===== config.mk =====
export PLATFORM = sky130hd
export DESIGN_NAME = idle_wake_timer
export DESIGN_NICKNAME = d
export VERILOG_FILES = /design/src/rtl/iwt_pkg.sv /design/src/rtl/iwt_down_counter.sv /design/src/rtl/iwt_win_edge.sv /design/src/rtl/iwt_pend_ctrl.sv /design/src/rtl/idle_wake_timer.sv
export SDC_FILE = /design/constraint.sdc
export NUM_CORES = 1
export LEC_CHECK = 0
export ABC_AREA = 1
export BUFFER_PORTS_ARGS = -buffer_cell sky130_fd_sc_hd__buf_2
export CAP_MARGIN = 20
export CORE_UTILIZATION = 60
export DETAILED_ROUTE_END_ITERATION = 6
export PLACE_DENSITY_LB_ADDON = 0.1
export SKIP_LAST_GASP = 1
export SLEW_MARGIN = 40
export SYNTH_ARGS = -nofsm -noshare
export SYNTH_HDL_FRONTEND = slang
export SYNTH_SLANG_ARGS = --single-unit

===== constraint.sdc =====
create_clock -name clk -period 1.68 [get_ports clk]
set_input_delay 0.168 -clock clk [delete_from_list [all_inputs] [get_ports clk]]
set_output_delay 0.168 -clock clk [all_outputs]
set_load 0.01 [all_outputs]

===== src/rtl/iwt_pkg.sv =====
package iwt_pkg;

    localparam int SEL_W   = 2;
    localparam int NUM_WIN = 1 << SEL_W;

    function automatic int tap_bit(input int base, input int step, input int idx);
        return base + step * idx;
    endfunction

    typedef struct packed {
        logic pend;
        logic wake;
    } iwt_flags_t;

endpackage


===== src/rtl/iwt_down_counter.sv =====
module iwt_down_counter
    import iwt_pkg::*;
#(
    parameter int               CNT_W    = 16,
    parameter int               TAP_BASE = 9,
    parameter int               TAP_STEP = 2,
    parameter logic [CNT_W-1:0] SEED     = '0
) (
    input  logic               clk,
    input  logic               rst,
    input  logic               run_en,
    output logic [NUM_WIN-1:0] taps
);

    localparam logic [CNT_W-1:0] ONE = CNT_W'(1);

    logic [CNT_W-1:0] cnt_q;

    always_ff @(posedge clk) begin
        if (rst)
            cnt_q <= SEED;
        else if (run_en)
            cnt_q <= cnt_q - ONE;
    end

    for (genvar i = 0; i < NUM_WIN; i++) begin : g_tap
        assign taps[i] = cnt_q[tap_bit(TAP_BASE, TAP_STEP, i)];
    end


    hold_when_stopped_chk: assert property (@(posedge clk) disable iff (rst)
        !run_en |=> $stable(cnt_q));


    step_down_chk: assert property (@(posedge clk) disable iff (rst)
        run_en |=> cnt_q == $past(cnt_q) - ONE);

endmodule


===== src/rtl/iwt_win_edge.sv =====
module iwt_win_edge
    import iwt_pkg::*;
(
    input  logic               clk,
    input  logic               rst,
    input  logic [NUM_WIN-1:0] taps,
    input  logic [SEL_W-1:0]   win_sel,
    output logic               evt
);

    logic cur_tap;
    logic prev_tap_q;

    assign cur_tap = taps[win_sel];

    always_ff @(posedge clk) begin
        if (rst)
            prev_tap_q <= 1'b1;
        else
            prev_tap_q <= cur_tap;
    end

    assign evt = cur_tap & ~prev_tap_q;


    stable_low_no_evt_chk: assert property (@(posedge clk) disable iff (rst)
        $stable(win_sel) && $stable(taps) |-> !evt);

endmodule


===== src/rtl/iwt_pend_ctrl.sv =====
module iwt_pend_ctrl
    import iwt_pkg::*;
(
    input  logic clk,
    input  logic rst,
    input  logic evt,
    input  logic pend_clr,
    input  logic irq_en,
    output logic pend,
    output logic wake,
    output logic irq
);

    iwt_flags_t flags_q;
    iwt_flags_t flags_d;

    always_comb begin
        flags_d.wake = evt;
        flags_d.pend = evt | (flags_q.pend & ~pend_clr);
    end

    always_ff @(posedge clk) begin
        if (rst)
            flags_q <= '0;
        else
            flags_q <= flags_d;
    end

    assign pend = flags_q.pend;
    assign wake = flags_q.wake;
    assign irq  = flags_q.pend & irq_en;


    clear_drops_chk: assert property (@(posedge clk) disable iff (rst)
        pend_clr && !evt |=> !pend);


    sticky_chk: assert property (@(posedge clk) disable iff (rst)
        pend && !pend_clr |=> pend);


    collision_keeps_chk: assert property (@(posedge clk) disable iff (rst)
        pend_clr && evt |=> pend);


    wake_with_pend_chk: assert property (@(posedge clk) disable iff (rst)
        wake |-> pend);

endmodule


===== src/rtl/idle_wake_timer.sv =====
module idle_wake_timer
    import iwt_pkg::*;
#(
    parameter int               CNT_W    = 16,
    parameter int               TAP_BASE = 9,
    parameter int               TAP_STEP = 2,
    parameter logic [CNT_W-1:0] SEED     = '0
) (
    input  logic             clk,
    input  logic             rst,
    input  logic             run_en,
    input  logic [SEL_W-1:0] win_sel,
    input  logic             irq_en,
    input  logic             pend_clr,
    output logic             pend,
    output logic             irq,
    output logic             wake
);

    logic [NUM_WIN-1:0] taps;
    logic               evt;

    iwt_down_counter #(
        .CNT_W    (CNT_W),
        .TAP_BASE (TAP_BASE),
        .TAP_STEP (TAP_STEP),
        .SEED     (SEED)
    ) u_cnt (
        .clk    (clk),
        .rst    (rst),
        .run_en (run_en),
        .taps   (taps)
    );

    iwt_win_edge u_edge (
        .clk     (clk),
        .rst     (rst),
        .taps    (taps),
        .win_sel (win_sel),
        .evt     (evt)
    );

    iwt_pend_ctrl u_pend (
        .clk      (clk),
        .rst      (rst),
        .evt      (evt),
        .pend_clr (pend_clr),
        .irq_en   (irq_en),
        .pend     (pend),
        .wake     (wake),
        .irq      (irq)
    );


    reset_quiet_chk: assert property (@(posedge clk)
        rst |=> !pend && !wake);


    event_sets_chk: assert property (@(posedge clk) disable iff (rst)
        evt |=> pend && wake);


    irq_masked_chk: assert property (@(posedge clk) disable iff (rst)
        !irq_en |-> !irq);


    irq_needs_pend_chk: assert property (@(posedge clk) disable iff (rst)
        !pend |-> !irq);

endmodule


[Word level (Yosys, flattened, before mapping)]
Cells that the tools add are included.
Cells by class
  divide/modulo/power cells: 0
  reduce and logical (&&, ||, !) cells: 0
  mux-type cells: 2
  bitwise operators: 6
  add/sub/neg operators: 1
  equality and inequality tests: 0
  shift operators: 0
  magnitude comparators: 1
  multipliers: 0
Operator list (count)
  subtractor 16 x 1 -> 16 bit, second input constant: 1
  bitwise AND 1 bit: 3
  < comparator 2 x 3 -> 1 bit, second input constant: 1
  binary-select mux 1 bit (select 2 bit): 1
  NOT 1 bit: 2
  two-way mux 1 bit: 1
  bitwise OR 1 bit: 1
Word-level totals
  register bits after elaboration: 19
  memories: 0
  bits in read-only memories: 0
  latch bits: 0
  output and inout bits: 3
  memory bits (writable): 0
  logic and storage cells: 14
  input bits: 7

[Depth between registers and ports, before layout]
Gate-level depths: netlist of run 1.
  depth in word-level cells: 4
  depth in mapped cells: 10
  gate-level depth less buffers: 10

[Modules after synthesis]
A second synthesis of run 1 with hierarchy kept.
Unflattened totals
  cell total of the unflattened synthesis: 153
  area total of the unflattened synthesis: 1012.2 µm²
By module, submodules not included
  iwt_down_counter: sequential area each 320.3 µm², times used 1, area each 873.3 µm², cells an instance 130
  iwt_pend_ctrl: sequential area each 40.0 µm², times used 1, area each 71.3 µm², cells an instance 10
  iwt_win_edge: sequential area each 20.0 µm², times used 1, area each 67.6 µm², cells an instance 13

[Least setup slack after synthesis of run 1]
Ideal clock, no wire load.
  path type: flip-flop to flip-flop
  start: reg u_cnt.cnt_q[0]
  end: reg u_cnt.cnt_q[4]
  arrival time: 1.032 ns
  buffers on the path: 0
  period minus slack after synthesis: 1.157 ns
  data required time: 1.555 ns
  setup time: 0.125 ns
  cell stages (with the launch flop): 9
  path slack: 0.523 ns
  cells stage by stage: dfxtp_1 -> inv_1 -> ha_1 -> nand2_2 -> inv_2 -> nand2_4 -> inv_1 -> o21ai_0 -> a21oi_1
On the way
  longest elaborated chain between the ends: 1
RTL lines
  start: declaration: line iwt_down_counter.sv:17  | logic [CNT_W-1:0] cnt_q;
  start signal: assignment: line iwt_down_counter.sv:23  | cnt_q <= cnt_q - ONE;
  subtractor 16 x 1 -> 16 bit: line iwt_down_counter.sv:23
No other way between the ends.
A chain may end at the register's enable or synchronous reset.

[Final worst setup path of run 1]
  start: reg u_cnt.cnt_q[0]
  end: reg u_cnt.cnt_q[6]
The elaborated chain is that of the path after synthesis.

==> results.py, run 1 <==
metrics = {
    "grt": {
        "grt_max_degree": 11,
        "use_met1_pct": 26.3,
        "antenna_found_initial": 0,
        "top_usage_layer": "met2",
        "grt_use_met2_pct": 36.7,
        "grt_use_met3_pct": 3.83,
        "grt_pass1_wl_um": 2980,
        "grt-ovfl-total": 0,
        "grt_util_all_layers_pct": 21.2,
        "grt_pass1_vias": 771,
    },
    "sta": {
        "fin_tns_setup_ns": 0,
        "slew_headroom_pct": 80.3,
        "hold_viol_final": 0,
        "post-route-period-util_pct": 76.2,
        "grt_setup_unrepaired": "no",
        "tightestPinTransition_ns": 0.294,
        "post-route-min-period_ns": 1.28,
        "setup_viol": 0,
        "fmax_mhz": 781,
        "whs_ns": 0.125,
        "clock_skew_ns": 0.00573,
        "drv_slew": 0,
    },
    "clock_tree": {
        "clk_pin_slew_ns": 0.11,
        "cts_setup_buffers": 0,
        "clock_tree.htree_level_count": 1,
        "cts_buffers": 3,
        "postCtsResizedCells": 0,
        "cts.sinks": 19,
        "clock-root-buffer": "clkbuf_4",
        "holdBufCountCts": 0,
        "cts_tree": "done",
        "clockBufferDepth": 2,
        "insertion_delay_ns": 0.29,
    },
    "die": {
        "die_area_um2": 1850,
        "die_x_um": 43.0,
        "num_rows": 14,
        "start_util_pct": 65.4,
        "core_um2": 1540,
        "ioPinCount": 10,
        "die_height_um": 43.0,
    },
    "synthesis": {
        "syn_inst": 143,
        "syn-num-nets": 151,
        "ys_seq_area_share_pct": 37.7,
        "avgSynthCellArea_um2": 7.05,
        "ys_warn_count": 0,
        "synth_cell_types": 20,
        "syn_area_um2": 1010,
        "ys_ff_latch": 19,
    },
    "placed_design": {
        "dp_hpwl_um": 1350,
        "io_buffers": 9,
        "place_congestion": 0.843,
    },
    "job": {
        "max-cap-violations": 0,
    },
    "power_and_ir_drop": {
        "power.density_nw_per_um2": 1000,
        "p_leak_nw": 0.527,
        "vdd_drop_max_v": 0.000587,
    },
    "layout": {
        "nets": 164,
        "n_antenna_cell": 0,
        "drive_gt1_share_pct": 21.9,
        "synthToLayoutAreaGrowth_pct": 8.56,
    },
    "critical_path": {
        "cp.required_ns": 1.91,
        "critPathKind": "reg2reg",
        "cp.arrival_ns": 1.51,
        "endpoint_kind": "flop",
        "worstSetupStartpointType": "flop",
        "crit_path_max_fanout": 3,
    },
    "route": {
        "ant_nets": 0,
        "viasPerCell": 5.02,
        "route.vias.total": 859,
        "finalWirelength_um": 1740,
        "wl_per_cell_um": 10.2,
        "route.detailed.drc": 0,
        "first_pass_iters": 4,
        "drt_iter0_drc": 14,
    },
    "worst_hold_path": {
        "worstHoldPathType": "in2reg",
    },
    "status": {
        "status": "finished, final reports clean",
    },
}
==> stage by stage <==
step / power [mW] / area (um2) / cells / setup WS, ns / utilization, %
after floorplan: 0.820 / 1010 / 143 / 0.523 / -
after global placement: 0.871 / 1070 / 167 / 0.468 / 69.3
after detailed placement: 0.881 / 1070 / 167 / 0.405 / 69.3
after CTS: 1.11 / 1090 / 171 / 0.386 / 71.0
after global routing: 1.18 / 1090 / 171 / 0.264 / 71.0
final: 1.10 / 1090 / 171 / 0.399 / 71.0
==> critical path, cell delays in order (launching register included) <==
cell     delay (ns)
dfxtp_1        0.38
inv_1          0.08
ha_1           0.21
nand2_2        0.09
inv_2          0.05
nand2_4        0.08
inv_1          0.07
nand2_1        0.07
o21ai_0        0.07
a21oi_1        0.12
==> state kept, by name (all words and copies together) (netlist names) <==
signal / count
u_edge.prev_tap_q: 1
u_pend.wake: 1
u_pend.pend: 1
u_cnt.cnt_q: 16
==> worst paths after layout <==
kind | from | endpoint | slack [ns] | cells after the start
setup / recovery | u_cnt.cnt_q[0] | u_cnt.cnt_q[6] | 0.40 | 9
hold / removal | pend_clr | u_pend.pend | 0.12 | 4
setup reg to reg | u_cnt.cnt_q[0] | u_cnt.cnt_q[6] | 0.40 | 9
hold reg to reg | u_cnt.cnt_q[10] | u_cnt.cnt_q[10] | 0.48 | 2
==> cells by family (layout without fill, tap and decap cells) <==
kind of cell,Yosys count,in the layout,synth area share [%]
AND/OR/NAND/NOR,78,78,41.4
flip-flops,19,19,37.7
AO/OA/AOI/OAI,20,20,10.2
adder cells (fa/ha/maj),1,1,1.24
buffers and inverters,25,37,9.43
==> cells in the final DEF (no fill, tap or decap), types with 4 or more instances in the layout <==
cell type   n
nand2_1    33
inv_1      20
dfxtp_1    19
nor2_1     16
a21oi_1    12
buf_2       9
o21ai_0     7
nor2_2      5
nand2_2     4
nand4_1     4
nand3_1     4
==> power by group <==
group / internal, mW / leakage (nW) / total [mW] / switching, mW
clock: 0.0921 / 0.0150 / 0.224 / 0.132
combinational: 0.116 / 0.356 / 0.335 / 0.219
sequential: 0.499 / 0.156 / 0.537 / 0.0383
total: 0.707 / 0.527 / 1.10 / 0.389
==> cell usage after synthesis, drive strengths merged <==
cell type  number  area (um2)
nor2           25         145
o21bai          1        7.51
clkinv          1        3.75
o21ai           7        35.0
inv            23        86.3
nand3b          2        15.0
nand3           7        50.1
ha              1        12.5
buf             1        5.00
a21oi          12        60.1
nand4           4        25.0
nand2          40         183
dfxtp          19         380
==> layout make-up <==
cell class / count / area, um2
Sequential cell: 19 / 380
Timing Repair Buffer: 9 / 45.0
Multi-Input combinational cell: 99 / 533
Tap cell: 16 / 20.0
Fill cell: 136 / 447
Clock buffer: 4 / 26.3
Inverter: 24 / 90.1
==> layer usage <==
metal  share of wire, %  vias up  wire, um
met5                  0        -         0
met4                1.2        0        21
met2                 47       15       820
met3                3.3        2        57
met1                 48      374       844
li1                   -      468         -
No activity file was read; power rests on OpenSTA's default activity.
==> run 2, diff against run 1 <==
CORE_UTILIZATION = 56   (was 60)
clock period = 1.28 ns   (was 1.68 ns; I/O delays follow)
==> results.py, run 2 (synthesized netlist as in run 1, its figures left out) <==
metrics = {
    "placed_design": {
        "dp_hpwl_um": 1300,
        "place_congestion": 0.850,
        "io_buffers": 9,
    },
    "critical_path": {
        "crit_path_max_fanout": 7,
        "critPathKind": "reg2reg",
        "worstSetupStartpointType": "flop",
        "cp.required_ns": 1.48,
        "endpoint_kind": "flop",
        "cp.arrival_ns": 1.43,
    },
    "job": {
        "max-cap-violations": 0,
    },
    "clock_tree": {
        "clock_tree.htree_level_count": 1,
        "insertion_delay_ns": 0.29,
        "cts_tree": "done",
        "clockBufferDepth": 2,
        "cts_buffers": 3,
        "clock-root-buffer": "clkbuf_4",
        "holdBufCountCts": 0,
        "clk_pin_slew_ns": 0.10,
        "cts.sinks": 19,
    },
    "route": {
        "viasPerCell": 4.74,
        "wl_met3_um": 84,
        "first_pass_iters": 4,
        "wl_per_cell_um": 9.76,
        "dr_wl_met2_um": 749,
        "finalWirelength_um": 1780,
        "routed.top_layer": "met4",
        "ant_nets": 0,
        "drt_iter0_drc": 30,
        "route.detailed.drc": 0,
        "wl_met1_um": 914,
        "route.vias.total": 863,
    },
    "layout": {
        "synthToLayoutAreaGrowth_pct": 14.4,
        "layout_common_cells": "nand2_1, inv_1, dfxtp_1",
        "drive_gt1_share_pct": 27.8,
        "n_antenna_cell": 0,
        "largest_reg_flops": 16,
        "fillers": 125,
        "layout_commonest_cell": "nand2_1",
        "nets": 167,
        "largest_register": "u_cnt.cnt_q",
    },
    "grt": {
        "grt-ovfl-total": 0,
        "grt_pass1_wl_um": 2930,
        "grt_max_degree": 11,
        "grt_util_all_layers_pct": 19.8,
        "antenna_found_initial": 0,
        "grt_pass1_vias": 727,
    },
    "die": {
        "start_util_pct": 63.3,
        "num_rows": 14,
        "core_um2": 1590,
        "ioPinCount": 10,
        "die_height_um": 44.4,
        "die_area_um2": 1970,
        "die_x_um": 44.4,
    },
    "worst_hold_path": {
        "worstHoldPathType": "in2reg",
    },
    "status": {
        "status": "finished, final reports clean",
    },
    "power_and_ir_drop": {
        "power.density_nw_per_um2": 1280,
        "total_power_mw": 1.47,
        "vdd_drop_max_v": 0.000783,
        "p_leak_nw": 0.542,
    },
    "sta": {
        "grt_setup_unrepaired": "yes",
        "clock_skew_ns": 0.000950,
        "setup_viol": 0,
        "hold_viol_final": 0,
        "fin_tns_setup_ns": 0,
        "tightestPinTransition_ns": 0.305,
        "slew_headroom_pct": 79.6,
        "post-route-period-util_pct": 96.6,
        "drv_slew": 0,
        "fmax_mhz": 809,
        "post-route-min-period_ns": 1.24,
        "whs_ns": 0.0760,
    },
}
## run 2: final cells by class
| class | count | area (um2) | area share (%) |
|---|---|---|---|
| Multi-Input combinational cell | 99 | 552 | 47.8 |
| Timing Repair Buffer | 12 | 67.6 | 5.86 |
| Clock buffer | 4 | 26.3 | 2.28 |
| Inverter | 24 | 92.6 | 8.03 |
| Tap cell | 24 | 30.0 | 2.60 |
| Sequential cell | 19 | 385 | 33.4 |
## run 2: per-stage QoR
stage	worst slack [ns]	area [um2]	util [%]	cells
finish	0.0439	1150	72.4	182
global route	-0.0650	1150	72.4	182
CTS	0.0223	1110	69.9	180
detailed placement	0.0164	1090	68.1	176
global placement	0.0715	1090	68.1	176
floorplan	0.123	1010	-	143
## run 2: final timing paths
| check | startpoint | to | slack, ns | depth (start not counted) |
|---|---|---|---|---|
| worst max-delay path | u_cnt.cnt_q[1] | u_cnt.cnt_q[14] | 0.04 | 9 |
| worst min-delay path | pend_clr | u_pend.pend | 0.08 | 4 |
| worst max register to register | u_cnt.cnt_q[1] | u_cnt.cnt_q[14] | 0.04 | 9 |
| worst min register to register | u_cnt.cnt_q[10] | u_cnt.cnt_q[10] | 0.47 | 2 |
## run 2: worst max-delay path, cell delays in order, from the launching register on
cell     delay [ns]
dfxtp_2        0.34
inv_2          0.08
ha_4           0.14
nand2_2        0.06
inv_2          0.06
nand2_4        0.07
nor2_8         0.16
nand4_1        0.10
nand2_1        0.08
nor2_2         0.05
## run 2: what timing repair did
action | CTS | global route
gates resized for setup | 1 | 10
pin swaps | 0 | 4
setup endpoints to repair | 2 | 7
setup buffers | 0 | 2
## run 2: layer usage
metal / vias to the layer above / track usage, %
met5: - / 0
met1: 357 / 26.1
met4: 0 / 7.27
met2: 22 / 32.9
li1: 478 / -
met3: 6 / 2.45
## run 2: report_power, final
| group | leakage [nW] | internal (mW) | switching [mW] | total, mW |
|---|---|---|---|---|
| Sequential | 0.157 | 0.655 | 0.0540 | 0.709 |
| Combinational | 0.371 | 0.167 | 0.297 | 0.464 |
| Clock | 0.0150 | 0.121 | 0.178 | 0.299 |
| Total | 0.542 | 0.943 | 0.529 | 1.47 |
==> run 3, diff against run 2 <==
CAP_MARGIN = not set   (was 20)
CELL_PAD_IN_SITES_DETAIL_PLACEMENT = 1   (was not set)
CELL_PAD_IN_SITES_GLOBAL_PLACEMENT = 1   (was not set)
CORE_UTILIZATION = 40   (was 56)
==> results.py, run 3 (synthesized netlist as in run 1, its figures left out) <==
metrics = {
    "die": {
        "die_height_um": 52.2,
        "core_um2": 2300,
        "die_area_um2": 2730,
        "ioPinCount": 10,
        "start_util_pct": 43.9,
        "num_rows": 17,
        "die_x_um": 52.2,
    },
    "power_and_ir_drop": {
        "power.density_nw_per_um2": 1300,
        "vdd_drop_max_v": 0.000704,
        "total_power_mw": 1.53,
        "p_leak_nw": 0.547,
    },
    "critical_path": {
        "worstSetupStartpointType": "flop",
        "critPathTopFamily": "simple AND/OR/NAND/NOR gates",
        "crit_path_max_incr_delay_ns": 0.35,
        "critPathKind": "reg2reg",
        "crit_cells": 10,
        "critical-path-slowest-cell": "dfxtp_2",
        "r2r_slack_ns": 0.06,
        "ff2ff_path_depth": 10,
        "crit_path_max_fanout": 7,
        "endpoint_kind": "flop",
        "cp.required_ns": 1.53,
        "path_cells": "inv_2 -> ha_4 -> nand2_4 -> inv_2 -> nand2_4 -> nor2_8 -> nand3_2 -> nand2_1 -> inv_1 -> nor2_2",
        "cp_num_buf_inv": 3,
        "cp.arrival_ns": 1.47,
    },
    "worst_hold_path": {
        "worstHoldPathType": "in2reg",
        "holdPathStages": 4,
    },
    "sta": {
        "drv_slew": 0,
        "slew_headroom_pct": 78.7,
        "clock_skew_ns": 0.00300,
        "post-route-period-util_pct": 95.3,
        "setup_viol": 0,
        "whs_ns": 0.0666,
        "tightestPinTransition_ns": 0.317,
        "grt_setup_unrepaired": "yes",
        "fin_tns_setup_ns": 0,
        "hold_viol_final": 0,
        "post-route-min-period_ns": 1.22,
        "fmax_mhz": 820,
    },
    "layout": {
        "largest_register": "u_cnt.cnt_q",
        "drive_gt1_share_pct": 29.7,
        "final_cell_area_um2": 1170,
        "nets": 167,
        "largest_reg_flops": 16,
        "synthToLayoutAreaGrowth_pct": 16.0,
        "layout_commonest_cell": "nand2_1",
        "n_antenna_cell": 0,
        "layout_common_cells": "nand2_1, dfxtp_1, inv_1",
    },
    "route": {
        "ant_nets": 0,
        "first_pass_iters": 2,
        "wl_per_cell_um": 12.3,
        "viasPerCell": 4.90,
        "route.detailed.drc": 0,
        "finalWirelength_um": 2280,
        "route.vias.total": 912,
        "drt_iter0_drc": 5,
    },
    "clock_tree": {
        "cts.sinks": 19,
        "insertion_delay_ns": 0.30,
        "holdBufCountCts": 0,
        "clock-root-buffer": "clkbuf_4",
        "clockBufferDepth": 2,
        "clock_tree.htree_level_count": 1,
        "clk_pin_slew_ns": 0.12,
        "cts_buffers": 3,
        "cts_tree": "done",
    },
    "job": {
        "max-cap-violations": 0,
    },
    "grt": {
        "grt-ovfl-total": 0,
        "antenna_found_initial": 0,
        "grt_pass1_vias": 923,
        "grt_max_degree": 11,
        "grt_util_all_layers_pct": 19.1,
        "grt_pass1_wl_um": 3780,
    },
    "placed_design": {
        "dp_hpwl_um": 1760,
        "place_congestion": 0.750,
        "io_buffers": 9,
        "postPlaceCellArea_um2": 1090,
    },
    "status": {
        "status": "finished, final reports clean",
    },
}
==> run 3: cell counts in the layout (fill, tap and decap cells not counted) <==
Identical to the previous run, type by type.
==> run 3: timing repair <==
item	in CTS	in global routing
pin swaps	2	5
setup endpoints to repair	4	6
setup buffers	2	0
resized for setup	6	9
==> run 3: power breakdown <==
| group | leakage (nW) | internal [mW] | switching, mW |
|---|---|---|---|
| logic | 0.376 | 0.174 | 0.320 |
| clock network | 0.0150 | 0.121 | 0.198 |
| registers | 0.157 | 0.656 | 0.0555 |
| total | 0.547 | 0.952 | 0.574 |
==> run 3: final timing paths <==
path                                       from              end
worst min register to register  u_cnt.cnt_q[10]  u_cnt.cnt_q[10]
worst max register to register   u_cnt.cnt_q[0]  u_cnt.cnt_q[14]
worst min-delay path                   pend_clr      u_pend.pend
worst max-delay path             u_cnt.cnt_q[0]  u_cnt.cnt_q[14]
==> run 3: cell type report <==
type,count,area [um2]
clock buffers,4,26.3
fillers,320,1130
inverters,24,90.1
multi-input cells,99,568
flip-flops and latches,19,383
well taps,28,35.0
repair buffers,12,67.6
==> run 3: per-layer routing <==
metal | wire, um | vias to the layer above | global-route usage [%]
met4 | 32 | 0 | 7.89
met2 | 1110 | 12 | 33.8
met1 | 1080 | 422 | 23.1
met3 | 58 | 4 | 2.61
met5 | 0 | - | 0
li1 | - | 474 | -
==> run 3: through the flow <==
step	utilization (%)	setup slack (ns)	cells
3_3_place_gp	47.5	0.0654	180
2_1_floorplan	-	0.123	143
4_1_cts	49.5	0.0103	186
3_5_place_dp	47.5	-0.0414	180
6_report	50.9	0.0606	186
5_1_grt	50.9	-0.00380	186
==> run 3: worst min-delay path, stage by stage <==
cell and delay (ns):
buf_2 0.08, inv_1 0.03, nand2_1 0.04, a21oi_1 0.06
